### src/rtl/can_bit_stamp_pkg.sv
package can_bit_stamp_pkg;
   localparam int unsigned STAMP_W_DEF  = 16;
   localparam int unsigned NUM_SLOT_DEF = 16;

   typedef enum logic [1:0] {
      CNT_HOLD  = 2'd0,
      CNT_STEP  = 2'd1,
      CNT_CLEAR = 2'd2
   } cnt_op_e;
endpackage

### src/rtl/can_bit_stamp_counter.sv
module can_bit_stamp_counter
   import can_bit_stamp_pkg::*;
#(
   parameter int unsigned CNT_W        = STAMP_W_DEF,
   parameter bit          SYNC_SUPPORT = 1'b1
) (
   input  logic             clk,
   input  logic             rst_n,
   input  logic             bit_tick,
   input  logic             sync_en,
   input  logic             buf0_done,
   output logic [CNT_W-1:0] cnt_q
);
   localparam logic [CNT_W-1:0] ONE = CNT_W'(1);

   initial begin
      assert (CNT_W >= 2) else $error("counter width must be at least 2");
   end

   logic    clr_req;
   cnt_op_e op;

   generate
      if (SYNC_SUPPORT) begin : g_sync
         assign clr_req = sync_en & buf0_done;
      end else begin : g_nosync
         logic unused_sync;
         assign unused_sync = sync_en ^ buf0_done;
         assign clr_req     = 1'b0;
      end
   endgenerate

   always_comb begin
      if (clr_req)       op = CNT_CLEAR;
      else if (bit_tick) op = CNT_STEP;
      else               op = CNT_HOLD;
   end

   always_ff @(posedge clk or negedge rst_n) begin
      if (!rst_n) begin
         cnt_q <= '0;
      end else begin
         unique case (op)
            CNT_CLEAR: cnt_q <= '0;
            CNT_STEP:  cnt_q <= cnt_q + ONE;
            default:   cnt_q <= cnt_q;
         endcase
      end
   end
endmodule

### src/rtl/can_bit_stamp_store.sv
module can_bit_stamp_store
   import can_bit_stamp_pkg::*;
#(
   parameter int unsigned CNT_W    = STAMP_W_DEF,
   parameter int unsigned NUM_SLOT = NUM_SLOT_DEF,
   parameter int unsigned IDX_W    = (NUM_SLOT > 1) ? $clog2(NUM_SLOT) : 1
) (
   input  logic             clk,
   input  logic             rst_n,
   input  logic             cap_en,
   input  logic [IDX_W-1:0] cap_idx,
   input  logic [CNT_W-1:0] cap_val,
   input  logic [IDX_W-1:0] rd_idx,
   output logic [CNT_W-1:0] rd_val
);
   localparam int unsigned SPAN = 1 << IDX_W;

   initial begin
      assert (NUM_SLOT >= 1 && NUM_SLOT <= SPAN)
         else $error("slot count does not fit the index width");
   end

   logic [CNT_W-1:0] slot_q [NUM_SLOT];

   genvar g;
   generate
      for (g = 0; g < NUM_SLOT; g++) begin : g_slot
         logic hit;
         assign hit = cap_en && (cap_idx == IDX_W'(g));
         always_ff @(posedge clk or negedge rst_n) begin
            if (!rst_n)   slot_q[g] <= '0;
            else if (hit) slot_q[g] <= cap_val;
         end
      end

      if (NUM_SLOT == SPAN) begin : g_full
         assign rd_val = slot_q[rd_idx];
      end else begin : g_part
         assign rd_val = (32'(rd_idx) < NUM_SLOT) ? slot_q[rd_idx] : '0;
      end
   endgenerate
endmodule

### src/rtl/can_bit_stamp_regport.sv
module can_bit_stamp_regport
   import can_bit_stamp_pkg::*;
#(
   parameter int unsigned CNT_W = STAMP_W_DEF
) (
   input  logic             wr_en,
   input  logic [CNT_W-1:0] wr_data,
   input  logic [CNT_W-1:0] live_cnt,
   output logic [CNT_W-1:0] rd_data
);
   logic unused_wr;
   assign unused_wr = wr_en ^ (^wr_data);
   assign rd_data   = live_cnt;
endmodule

### src/rtl/can_bit_stamp.sv
module can_bit_stamp
   import can_bit_stamp_pkg::*;
#(
   parameter int unsigned CNT_W        = STAMP_W_DEF,
   parameter int unsigned NUM_SLOT     = NUM_SLOT_DEF,
   parameter bit          SYNC_SUPPORT = 1'b1,
   parameter int unsigned IDX_W        = (NUM_SLOT > 1) ? $clog2(NUM_SLOT) : 1
) (
   input  logic             clk,
   input  logic             rst_n,
   input  logic             bit_tick,
   input  logic             sync_en,
   input  logic             buf0_done,
   input  logic             frame_ok,
   input  logic [IDX_W-1:0] frame_idx,
   input  logic             cnt_wr_en,
   input  logic [CNT_W-1:0] cnt_wr_data,
   output logic [CNT_W-1:0] cnt_rd_data,
   input  logic [IDX_W-1:0] ts_rd_idx,
   output logic [CNT_W-1:0] ts_rd_data
);
   logic [CNT_W-1:0] cnt_q;

   can_bit_stamp_counter #(.CNT_W(CNT_W), .SYNC_SUPPORT(SYNC_SUPPORT)) u_cnt (
      .clk       (clk),
      .rst_n     (rst_n),
      .bit_tick  (bit_tick),
      .sync_en   (sync_en),
      .buf0_done (buf0_done),
      .cnt_q     (cnt_q)
   );

   can_bit_stamp_store #(.CNT_W(CNT_W), .NUM_SLOT(NUM_SLOT), .IDX_W(IDX_W)) u_store (
      .clk     (clk),
      .rst_n   (rst_n),
      .cap_en  (frame_ok),
      .cap_idx (frame_idx),
      .cap_val (cnt_q),
      .rd_idx  (ts_rd_idx),
      .rd_val  (ts_rd_data)
   );

   can_bit_stamp_regport #(.CNT_W(CNT_W)) u_reg (
      .wr_en    (cnt_wr_en),
      .wr_data  (cnt_wr_data),
      .live_cnt (cnt_q),
      .rd_data  (cnt_rd_data)
   );
endmodule

### config.mk
export PLATFORM = sky130hd
export DESIGN_NAME = can_bit_stamp
export DESIGN_NICKNAME = d
export VERILOG_FILES = /design/src/rtl/can_bit_stamp_pkg.sv /design/src/rtl/can_bit_stamp_counter.sv /design/src/rtl/can_bit_stamp_store.sv /design/src/rtl/can_bit_stamp_regport.sv /design/src/rtl/can_bit_stamp.sv
export SDC_FILE = /design/constraint.sdc
export NUM_CORES = 1
export LEC_CHECK = 0
export ABC_CLOCK_PERIOD_IN_PS = 3800
export BUFFER_PORTS_ARGS = -buffer_cell sky130_fd_sc_hd__buf_2
export CAP_MARGIN = 20
export CORE_ASPECT_RATIO = 1.4
export CORE_MARGIN = 4
export CORE_UTILIZATION = 45
export CTS_CLUSTER_DIAMETER = 200
export CTS_CLUSTER_SIZE = 24
export DETAILED_ROUTE_END_ITERATION = 8
export GPL_TIMING_DRIVEN = 0
export PLACE_DENSITY = 0.6
export REMOVE_ABC_BUFFERS = 1
export SLEW_MARGIN = 30
export SYNTH_ARGS = -nofsm -noshare
export SYNTH_HDL_FRONTEND = slang
export SYNTH_SLANG_ARGS = --single-unit
### constraint.sdc
create_clock -name clk -period 3.8 [get_ports clk]
set_input_delay 0 -clock clk [delete_from_list [all_inputs] [get_ports clk]]
set_output_delay 0 -clock clk [all_outputs]
set_load 0.02 [all_outputs]
==> out/summary.log, run 1 <==
[timing] ratio of final minimum period to clock period 0.575
[critical_path] critical path, cell by cell ha_1, nand4_1, nor4_1, xnor2_1, nor2_1
[detailed_routing] average detailed-routed wire length per instance 24.3 um
[timing] final critical-path required period 2.18 ns
[run] Max Cap Violations 0
[critical_path] path type of the worst setup path reg2reg
[critical_path] R2R depth 5
[critical_path] Reg2Reg Capture Point u_cnt.cnt_q[14]
[detailed_routing] sum of routed wire length over all layers 28.6 mm
[yosys] cell area after synthesis 12300 sq um
[yosys] Seq/Total Area, Yosys 0.552
[yosys] Most used DFF post-synth sky130_fd_sc_hd__dfrtp_1
[critical_path] worst endpoint required time 4.14 ns
[detailed_routing] DR vias/cell 5.80
[critical_path] worst-case register-to-register setup slack 1.62 ns
[timing] worst rel slew slack 0.440
[cells_and_area] final net count 847
[yosys] biggest area consumer among synthesized cells sky130_fd_sc_hd__dfrtp_1
[clock_network] register clock-pin slew on the reported worst setup and hold paths 0.09 ns
[floorplanning] Placeable Area 26900 sq um
[clock_network] post-CTS setup-driven buffer insertion count 0
[yosys] cells after synthesis 819
[clock_network] root buffer cell sky130_fd_sc_hd__clkbuf_16
[global_route] all-layer global routing usage 0.195
[timing] final setup TNS 0 ns
[floorplanning] Top-Level Pins 63
[cells_and_area] P&R area growth vs syn 8.34%
[yosys] EDFF count, synth 0
[cells_and_area] most common cell after layout, fill and taps aside sky130_fd_sc_hd__dfrtp_1
[critical_path] endpoint arrival time on the critical path 2.53 ns
[global_route] initial antenna violation count 0
[timing] count of endpoints failing hold in the final timing report 0
[timing] # setup viols final 0
[global_route] number of global-route vias before repair 7777
[cells_and_area] most frequent cells in the layout sky130_fd_sc_hd__dfrtp_1, sky130_fd_sc_hd__mux2_2, sky130_fd_sc_hd__mux4_2, sky130_fd_sc_hd__buf_2, sky130_fd_sc_hd__nand2_1
[yosys] total of warnings raised by yosys 0
[detailed_routing] post-route ant nets 0
[status] result of the run finished clean
[floorplanning] floorplan die height 204 um
[clock_network] later-pin clock latency in the skew report 0.49 ns
[cells_and_area] fraction of layout cells with a size suffix above 1 0.490
[detailed_routing] detailed-route DRC error count 0
[detailed_routing] number of iterations in the first detailed-routing pass 5
[critical_path] Crit path max-delay family simple AND/OR/NAND/NOR gates
[yosys] async set-reset flop share out of synthesis 1.00
[detailed_routing] total vias in the final route 6834
[timing] setup repair after global routing missed its margin no
[timing] worst hold margin 0.0405 ns
[timing] final count of pins violating max slew 0
[hold_path] worst hold path type in2async
[global_route] maximum number of pins on one net before global-route repair 88
[critical_path] Crit. End Element flop
[power] Leakage 6.34 nW
[floorplanning] Total Die Area 30200 sq um
[global_route] first-pass GRT wire length 45.4 mm
[critical_path] largest stage delay on the critical path 0.75 ns
[yosys] Avg Cell Area, Syn 15.1 sq um
[clock_network] cts bufs inserted 15
[yosys] register bit count reported by yosys 272
[critical_path] number of buffers and inverters on the critical path 0
[placement] estimated wirelength of the detail-placed design 17.5 mm
[clock_network] clock sink count 272
[clock_network] buffers from clock root to sink, at most 3
[critical_path] Slowest cell on crit path sky130_fd_sc_hd__dfrtp_1
[clock_network] TritonCTS clock tree done
[critical_path] Max Fanout on Critical Path 21
[timing] maximum clock skew at final layout 0.0212 ns
[clock_network] Clock H-tree levels 1
[critical_path] reg-to-reg critical path startpoint u_cnt.cnt_q[1]
[yosys] portion of synthesized cell area occupied by the leading cell type 0.552
[floorplanning] standard-cell rows 71
[floorplanning] initial core utilization 0.458
[timing] actual transition at the worst max-transition pin 0.838 ns
[power] worst ir drop on vdd 0.265 mV
[yosys] Unique masters post-synth 33
[timing] highest clock rate 458 MHz
[detailed_routing] number of DRC violations after detailed-routing iteration 0 387
[yosys] ranking of synthesized cells by area sky130_fd_sc_hd__dfrtp_1, sky130_fd_sc_hd__mux2_2, sky130_fd_sc_hd__mux4_2
[placement] Final GP Congestion 0.745
[floorplanning] DIE WIDTH 148 um
[placement] Port Buffers 45
[global_route] remaining global-route overflow 0
[power] Pwr Density 420 nW/um^2
[critical_path] startpoint type of the worst setup path flop
[cells_and_area] total inserted antenna cells 0
==> through the flow <==
step | util | setup slack [ns] | instance area, sq um | total power, mW | instances
floorplan | - | 1.98 | 12000 | 3.73 | 744
CTS | 0.497 | 1.63 | 13400 | 5.70 | 1179
finish | 0.497 | 1.62 | 13400 | 5.61 | 1179
global placement | 0.471 | -1.72 | 12700 | 3.96 | 1154
global route | 0.497 | 1.46 | 13400 | 5.86 | 1179
detailed placement | 0.481 | 1.66 | 12900 | 4.05 | 1160
==> worst max-delay path by stage <==
| stage | cells past startpoint | from | endpoint | slack [ns] |
|---|---|---|---|---|
| 6_report | 5 | u_cnt.cnt_q[1] | u_cnt.cnt_q[14] | 1.62 |
| 5_1_grt | 5 | u_cnt.cnt_q[1] | u_cnt.cnt_q[14] | 1.46 |
| 4_1_cts | 5 | u_cnt.cnt_q[1] | u_cnt.cnt_q[14] | 1.63 |
| 3_5_place_dp | 5 | u_cnt.cnt_q[0] | u_cnt.cnt_q[14] | 1.66 |
| 3_3_place_gp | 1 | rst_n | u_store.slot_q[29] | -1.72 |
| 2_1_floorplan | 5 | u_cnt.cnt_q[0] | u_cnt.cnt_q[14] | 1.98 |
==> state kept, by name (all words and copies together), names as in the netlist <==
register / flops
u_cnt.cnt_q: 16
u_store.slot_q: 256
==> repair_timing <==
action	4_1_cts	5_1_grt
resized for setup	0	0
endpoints found under the hold margin	112	0
hold buffers	3	0
==> where the power goes <==
part | leakage (nW) | switching, mW | internal, mW
clock network | 0.192 | 0.902 | 0.723
logic | 2.39 | 0.313 | 0.356
registers | 3.76 | 0.190 | 3.13
total | 6.34 | 1.40 | 4.21
==> kinds of logic (layout without fill, tap and decap cells) <==
family | Yosys count | count (layout) | synth area share
compound gates | 50 | 50 | 0.0268
xor+xnor | 10 | 10 | 0.00710
fa+ha+maj | 1 | 1 | 0.00101
buf+inv | 77 | 72 | 0.0292
flops | 272 | 272 | 0.552
mux | 311 | 311 | 0.344
simple gates | 98 | 98 | 0.0402
==> synth_stat cells (2+ instances only) <==
cell                         n
sky130_fd_sc_hd__mux2_2    239
sky130_fd_sc_hd__dfrtp_1   272
sky130_fd_sc_hd__mux4_2     64
sky130_fd_sc_hd__nand4_1     5
sky130_fd_sc_hd__a21oi_1     3
sky130_fd_sc_hd__nand2_1    35
sky130_fd_sc_hd__nor2_2      9
sky130_fd_sc_hd__nor4_1      3
sky130_fd_sc_hd__nand2b_1    6
sky130_fd_sc_hd__and2_1      2
sky130_fd_sc_hd__nor2b_1     5
sky130_fd_sc_hd__buf_4       7
sky130_fd_sc_hd__clkbuf_1   37
sky130_fd_sc_hd__inv_1       2
sky130_fd_sc_hd__a22oi_1    32
sky130_fd_sc_hd__xnor2_1     7
sky130_fd_sc_hd__mux2_4      6
sky130_fd_sc_hd__xor2_1      3
sky130_fd_sc_hd__buf_1       5
sky130_fd_sc_hd__nor3_1      4
sky130_fd_sc_hd__buf_2      24
sky130_fd_sc_hd__o21ai_0    15
sky130_fd_sc_hd__nor2_1     16
sky130_fd_sc_hd__or3_1       4
sky130_fd_sc_hd__buf_6       2
sky130_fd_sc_hd__nand3_1     5
==> metal layers <==
layer	track usage	vias to the layer above	wire length (um)
met5	0	-	0
met3	0.0222	36	1120
met4	0.0512	0	703
li1	-	2958	-
met2	0.343	129	14800
met1	0.260	3711	12000
==> cell type report <==
cell class / count / area, sq um
repair buffers: 54 / 445
fillers: 2267 / 13600
multi-input cells: 470 / 5260
flip-flops and latches: 272 / 6810
well taps: 365 / 457
inverters: 2 / 7.51
clock buffers: 15 / 375
clock inverters: 1 / 16.3
==> worst min-delay path, cell delays in order <==
cell and delay [ns]:
sky130_fd_sc_hd__dlygate4sd3_1 0.57, sky130_fd_sc_hd__buf_8 0.13, sky130_fd_sc_hd__buf_12 0.20
Power figures use the tool's default switching activity.
==> run 2: changes to the inputs <==
- ABC_CLOCK_PERIOD_IN_PS: 3800 -> 1800
- PLACE_DENSITY: 0.6 -> 0.62
- clock period: 3.8 -> 1.8 ns (I/O delays scaled with it)
==> run 2 against run 1 <==
The flow now finishes with violations (setup timing). Register-to-register slack got worse by 1.5 ns. Sequential share of layout area down 0.73 points. Die area did not move. Critical endpoint is now ts_rd_data[9].
==> out/summary.log, run 2 (synthesis results as in run 1) <==
[timing] final setup TNS -0.156 ns
[global_route] number of global-route vias before repair 7869
[status] result of the run complete, but fails checks
[detailed_routing] detailed-route DRC error count 0
[timing] ratio of final minimum period to clock period 1.02
[floorplanning] initial core utilization 0.458
[timing] count of endpoints failing hold in the final timing report 0
[critical_path] worst endpoint required time 1.80 ns
[cells_and_area] P&R area growth vs syn 10.3%
[global_route] first-pass GRT wire length 46.1 mm
[timing] final count of pins violating max slew 0
[cells_and_area] fraction of layout cells with a size suffix above 1 0.533
[timing] worst rel slew slack 0.454
[placement] area after detailed placement 12900 sq um
[cells_and_area] register with the most flip-flops u_store.slot_q
[detailed_routing] sum of routed wire length over all layers 28.8 mm
[power] worst ir drop on vdd 0.467 mV
[hold_path] worst hold path type in2reg
[clock_network] register clock-pin slew on the reported worst setup and hold paths 0.09 ns
[cells_and_area] Layout Cells excl Fill 1189
[power] Pwr Density 878 nW/um^2
[cells_and_area] Layout fillers 2226
[critical_path] endpoint arrival time on the critical path 1.84 ns
[floorplanning] standard-cell rows 71
[cells_and_area] final net count 856
[timing] # setup viols final 10
[critical_path] path type of the worst setup path reg2out
[detailed_routing] DR vias/cell 5.76
[clock_network] buffers from clock root to sink, at most 3
[cells_and_area] flip-flop count of the largest register after layout 256
[status] failing checks setup timing
[global_route] maximum number of pins on one net before global-route repair 91
[timing] actual transition at the worst max-transition pin 0.818 ns
[critical_path] R2R depth 6
[cells_and_area] area of all placed cells without fillers 13600 sq um
[run] Max Cap Violations 0
[detailed_routing] number of DRC violations after detailed-routing iteration 0 368
[placement] estimated wirelength of the detail-placed design 17.6 mm
[placement] Port Buffers 45
[cells_and_area] share of the core filled with cells 0.506
[global_route] initial antenna violation count 0
[clock_network] later-pin clock latency in the skew report 0.49 ns
[timing] maximum clock skew at final layout 0.0211 ns
[cells_and_area] total inserted antenna cells 0
[power] Leakage 6.38 nW
[floorplanning] Top-Level Pins 63
[critical_path] Max Fanout on Critical Path 2
[detailed_routing] number of iterations in the first detailed-routing pass 4
[clock_network] Clock H-tree levels 1
[placement] pre-CTS WS -0.452 ns
[placement] dpl cells 1160
[placement] Final GP Congestion 0.727
[cells_and_area] Regs by FF count u_store.slot_q (256), u_cnt.cnt_q (16)
[floorplanning] Total Die Area 30200 sq um
[floorplanning] floorplan die height 204 um
[detailed_routing] total vias in the final route 6849
[timing] final critical-path required period 1.84 ns
[clock_network] root buffer cell sky130_fd_sc_hd__clkbuf_16
[hold_path] cell depth of the worst min-delay path 3
[floorplanning] DIE WIDTH 148 um
[clock_network] cts bufs inserted 15
[global_route] all-layer global routing usage 0.198
[cells_and_area] most frequent cells in the layout sky130_fd_sc_hd__dfrtp_1, sky130_fd_sc_hd__mux2_2, sky130_fd_sc_hd__mux4_2, sky130_fd_sc_hd__nand2_1, sky130_fd_sc_hd__buf_2
[clock_network] clock sink count 272
[detailed_routing] average detailed-routed wire length per instance 24.2 um
[global_route] remaining global-route overflow 0
[cells_and_area] most common cell after layout, fill and taps aside sky130_fd_sc_hd__dfrtp_1
[clock_network] TritonCTS clock tree done
[critical_path] startpoint type of the worst setup path flop
[detailed_routing] post-route ant nets 0
[timing] setup repair after global routing missed its margin yes
[timing] highest clock rate 545 MHz
[timing] Final Worst Setup Slack -0.0365 ns
[critical_path] Crit. End Element output pin
[floorplanning] Placeable Area 26900 sq um
-- run 2: changes by cell type in the layout (fill, tap and decap cells not counted), sizes merged --
cell | previous run | this run
inv | 3 | 4
dlygate4sd3 | 2 | 3
buf | 52 | 60
-- run 2: final timing paths --
check | startpoint | to | slack [ns]
max in group asynchronous | rst_n | u_store.slot_q[49] | 0.72
hold reg to reg | u_store.slot_q[124] | u_store.slot_q[124] | 0.50
setup / recovery | u_store.slot_q[201] | ts_rd_data[9] | -0.04
hold / removal | buf0_done | u_cnt.cnt_q[7] | 0.19
min in group asynchronous | rst_n | u_cnt.cnt_q[13] | 0.45
setup reg to reg | u_cnt.cnt_q[0] | u_cnt.cnt_q[14] | 0.10
-- run 2: what timing repair did --
| item | in CTS | in global routing |
|---|---|---|
| hold buffers | 4 | 0 |
| gates cloned | 0 | 0 |
| setup endpoints to repair | 27 | 23 |
| endpoints found under the hold margin | 276 | 0 |
| buffers inserted | 3 | 5 |
| gates resized for setup | 28 | 28 |
| pin swaps | 14 | 13 |
-- run 2: per-layer routing --
layer	up-vias	GRT usage	wire, um
met5	-	0	0
met4	0	0.0456	592
met3	36	0.0206	1110
met2	124	0.359	15400
met1	3710	0.259	11600
li1	2979	-	-
-- run 2: area by class of cell --
| cell class | instances | area, sq um | area share |
|---|---|---|---|
| Multi-Input combinational cell | 470 | 5350 | 0.393 |
| Tap cell | 365 | 457 | 0.0336 |
| Clock buffer | 15 | 375 | 0.0276 |
| Timing Repair Buffer | 63 | 566 | 0.0416 |
| Clock inverter | 2 | 25.0 | 0.00184 |
| Inverter | 2 | 7.51 | 0.000552 |
| Sequential cell | 272 | 6830 | 0.502 |
-- run 2: worst max-delay path, stage by stage (launching register included) --
cell,delay (ns)
sky130_fd_sc_hd__dfrtp_1,0.39
sky130_fd_sc_hd__mux4_2,0.48
sky130_fd_sc_hd__a22oi_1,0.25
sky130_fd_sc_hd__nand2_1,0.08
sky130_fd_sc_hd__buf_2,0.16
-- run 2: report_power, final --
part	internal, mW	switching [mW]	total (mW)	leakage (nW)
Clock	1.54	1.90	3.44	0.197
Combinational	0.798	0.699	1.50	2.44
Sequential	6.62	0.390	7.01	3.74
Total	8.95	2.99	11.9	6.38
-- run 2: through the flow --
step,total power [mW],hold slack (ns)
after CTS,12.1,0.168
after global placement,8.36,0.342
after detailed placement,8.55,-0.0949
final,11.9,0.189
after floorplan,7.88,-0.296
after global routing,12.5,0.188
==> run 3: changes to the inputs <==
- ABC_CLOCK_PERIOD_IN_PS: 1800 -> 2000
- PLACE_DENSITY: 0.62 -> 0.6
- clock period: 1.8 -> 2 ns (I/O delays scaled with it)
==> run 3 against run 2 <==
The run now ends clean. Sequential power down 9.8%. Clock power is 10% lower. Clock skew about the same. Core utilization is 0.84 points lower. Non-clock buffer count down 8. Die area is the same. Global-route usage is 0.31 points lower. Sequential share of layout area up 0.74 points. Register-to-register slack better by 0.08 ns. Clock-buffer cell count did not move. Final cell count decreased by 0.76%. Via count rose by 0.25%. Critical path type unchanged. Largest cell class unchanged.
==> out/summary.log, run 3 (synthesis results as in run 1) <==
[cells_and_area] fraction of layout cells with a size suffix above 1 0.499
[floorplanning] initial core utilization 0.458
[placement] pre-CTS WS -0.144 ns
[critical_path] Crit. End Element output pin
[power] worst ir drop on vdd 0.489 mV
[critical_path] largest stage delay on the critical path 0.48 ns
[timing] actual transition at the worst max-transition pin 0.843 ns
[critical_path] worst endpoint required time 2.00 ns
[detailed_routing] post-route ant nets 0
[placement] area after detailed placement 12900 sq um
[timing] Final Worst Setup Slack 0.115 ns
[power] power dissipated by switching net loads 2.67 mW
[clock_network] later-pin clock latency in the skew report 0.49 ns
[power] share of total power in the clock network 0.289
[detailed_routing] total vias in the final route 6866
[global_route] initial antenna violation count 0
[timing] highest clock rate 531 MHz
[cells_and_area] area of all placed cells without fillers 13400 sq um
[timing] final count of pins violating max slew 0
[power] sequential power share 0.592
[floorplanning] DIE WIDTH 148 um
[timing] ratio of final minimum period to clock period 0.942
[global_route] all-layer global routing usage 0.195
[critical_path] number of buffers and inverters on the critical path 1
[cells_and_area] total inserted antenna cells 0
[global_route] number of global-route vias before repair 7777
[power] Internal Pwr Total 8.00 mW
[floorplanning] floorplan die height 204 um
[critical_path] startpoint type of the worst setup path flop
[cells_and_area] register with the most flip-flops u_store.slot_q
[timing] final critical-path required period 1.88 ns
[detailed_routing] number of DRC violations after detailed-routing iteration 0 388
[cells_and_area] final net count 848
[timing] maximum clock skew at final layout 0.0211 ns
[critical_path] Max Fanout on Critical Path 2
[placement] dpl cells 1160
[placement] estimated wirelength of the detail-placed design 17.5 mm
[detailed_routing] number of iterations in the first detailed-routing pass 5
[global_route] maximum number of pins on one net before global-route repair 88
[critical_path] path type of the worst setup path reg2out
[power] Leakage 6.33 nW
[timing] count of endpoints failing hold in the final timing report 0
[floorplanning] Placeable Area 26900 sq um
[floorplanning] standard-cell rows 71
[cells_and_area] share of the core filled with cells 0.497
[cells_and_area] Layout fillers 2263
[cells_and_area] Regs by FF count u_store.slot_q (256), u_cnt.cnt_q (16)
[clock_network] cts bufs inserted 15
[timing] # setup viols final 0
[clock_network] TritonCTS clock tree done
[clock_network] root buffer cell sky130_fd_sc_hd__clkbuf_16
[cells_and_area] flip-flop count of the largest register after layout 256
[cells_and_area] most frequent cells in the layout sky130_fd_sc_hd__dfrtp_1, sky130_fd_sc_hd__mux2_2, sky130_fd_sc_hd__mux4_2, sky130_fd_sc_hd__buf_2, sky130_fd_sc_hd__nand2_1
[cells_and_area] Layout Cells excl Fill 1180
[power] net switching share of the total power 0.250
[floorplanning] Top-Level Pins 63
[status] result of the run finished clean
[timing] worst hold margin 0.0430 ns
[clock_network] clock sink count 272
[cells_and_area] P&R area growth vs syn 8.49%
[detailed_routing] DR vias/cell 5.82
[placement] Final GP Congestion 0.745
[clock_network] Clock H-tree levels 1
[critical_path] critical path, cell by cell mux4_2, a22oi_1, nand2_1, buf_2
[global_route] remaining global-route overflow 0
[power] Pwr Density 798 nW/um^2
[critical_path] endpoint arrival time on the critical path 1.88 ns
[detailed_routing] sum of routed wire length over all layers 28.8 mm
[cells_and_area] most common cell after layout, fill and taps aside sky130_fd_sc_hd__dfrtp_1
[placement] Port Buffers 45
[floorplanning] Total Die Area 30200 sq um
[global_route] first-pass GRT wire length 45.4 mm
[critical_path] Crit path max-delay family multiplexers
[power] part of the total power dissipated in combinational logic 0.119
[detailed_routing] detailed-route DRC error count 0
[timing] worst rel slew slack 0.437
[timing] setup repair after global routing missed its margin no
[critical_path] Slowest cell on crit path sky130_fd_sc_hd__mux4_2
[run] Max Cap Violations 0
[hold_path] worst hold path type in2async
[detailed_routing] average detailed-routed wire length per instance 24.4 um
[clock_network] buffers from clock root to sink, at most 3
[clock_network] register clock-pin slew on the reported worst setup and hold paths 0.09 ns
## run 3: cell type report
type | instances | area (sq um) | area share
clock inverters | 1 | 16.3 | 0.00122
well taps | 365 | 457 | 0.0341
repair buffers | 55 | 453 | 0.0338
flip-flops and latches | 272 | 6820 | 0.509
inverters | 2 | 7.51 | 0.000561
multi-input cells | 470 | 5260 | 0.393
clock buffers | 15 | 375 | 0.0280
## run 3: power by group through the flow
stage	Clock, mW	Sequential [mW]	Combinational, mW
2_1_floorplan	0	6.30	0.790
3_3_place_gp	0	6.35	1.18
3_5_place_dp	0	6.41	1.29
4_1_cts	3.23	6.31	1.30
5_1_grt	3.38	6.38	1.39
6_report	3.08	6.32	1.27
## run 3: final timing paths
path	startpoint	endpoint	slack, ns	depth (start not counted)
setup / recovery	u_store.slot_q[194]	ts_rd_data[2]	0.12	4
hold / removal	rst_n	u_store.slot_q[128]	0.04	3
setup reg to reg	u_cnt.cnt_q[2]	u_cnt.cnt_q[15]	0.18	4
hold reg to reg	u_store.slot_q[184]	u_store.slot_q[184]	0.49	2
max in group asynchronous	rst_n	u_store.slot_q[93]	0.68	5
min in group clk	buf0_done	u_cnt.cnt_q[10]	0.17	3
## run 3: per-stage QoR
| step | total power, mW | TNS [ns] |
|---|---|---|
| 6_report | 10.7 | 0 |
| 5_1_grt | 11.1 | 0 |
| 4_1_cts | 10.8 | 0 |
| 3_5_place_dp | 7.70 | -0.493 |
| 3_3_place_gp | 7.53 | -976.10 |
| 2_1_floorplan | 7.09 | 0 |
## run 3: timing repair
| action | CTS | global route |
|---|---|---|
| setup buffers | 0 | 1 |
| resized for setup | 4 | 4 |
| hold endpoints to repair | 112 | 0 |
| hold buffers | 3 | 0 |
| endpoints found under the setup margin | 6 | 6 |
## run 3: worst reg2reg max path, delay by kind of cell, from the launching register on
| family | cells | cell delay, ns |
|---|---|---|
| muxes | 1 | 0.32 |
| and+or+nand+nor | 3 | 0.79 |
| DFF | 1 | 0.61 |
## run 3: layer usage
layer / global-route usage / vias to the layer above / wire length (um) / part of all wire
met5: 0 / - / 0 / 0
met4: 0.0512 / 0 / 704 / 0.024
met3: 0.0222 / 36 / 1370 / 0.047
met2: 0.343 / 124 / 14900 / 0.52
met1: 0.260 / 3741 / 11800 / 0.41
li1: - / 2965 / - / -
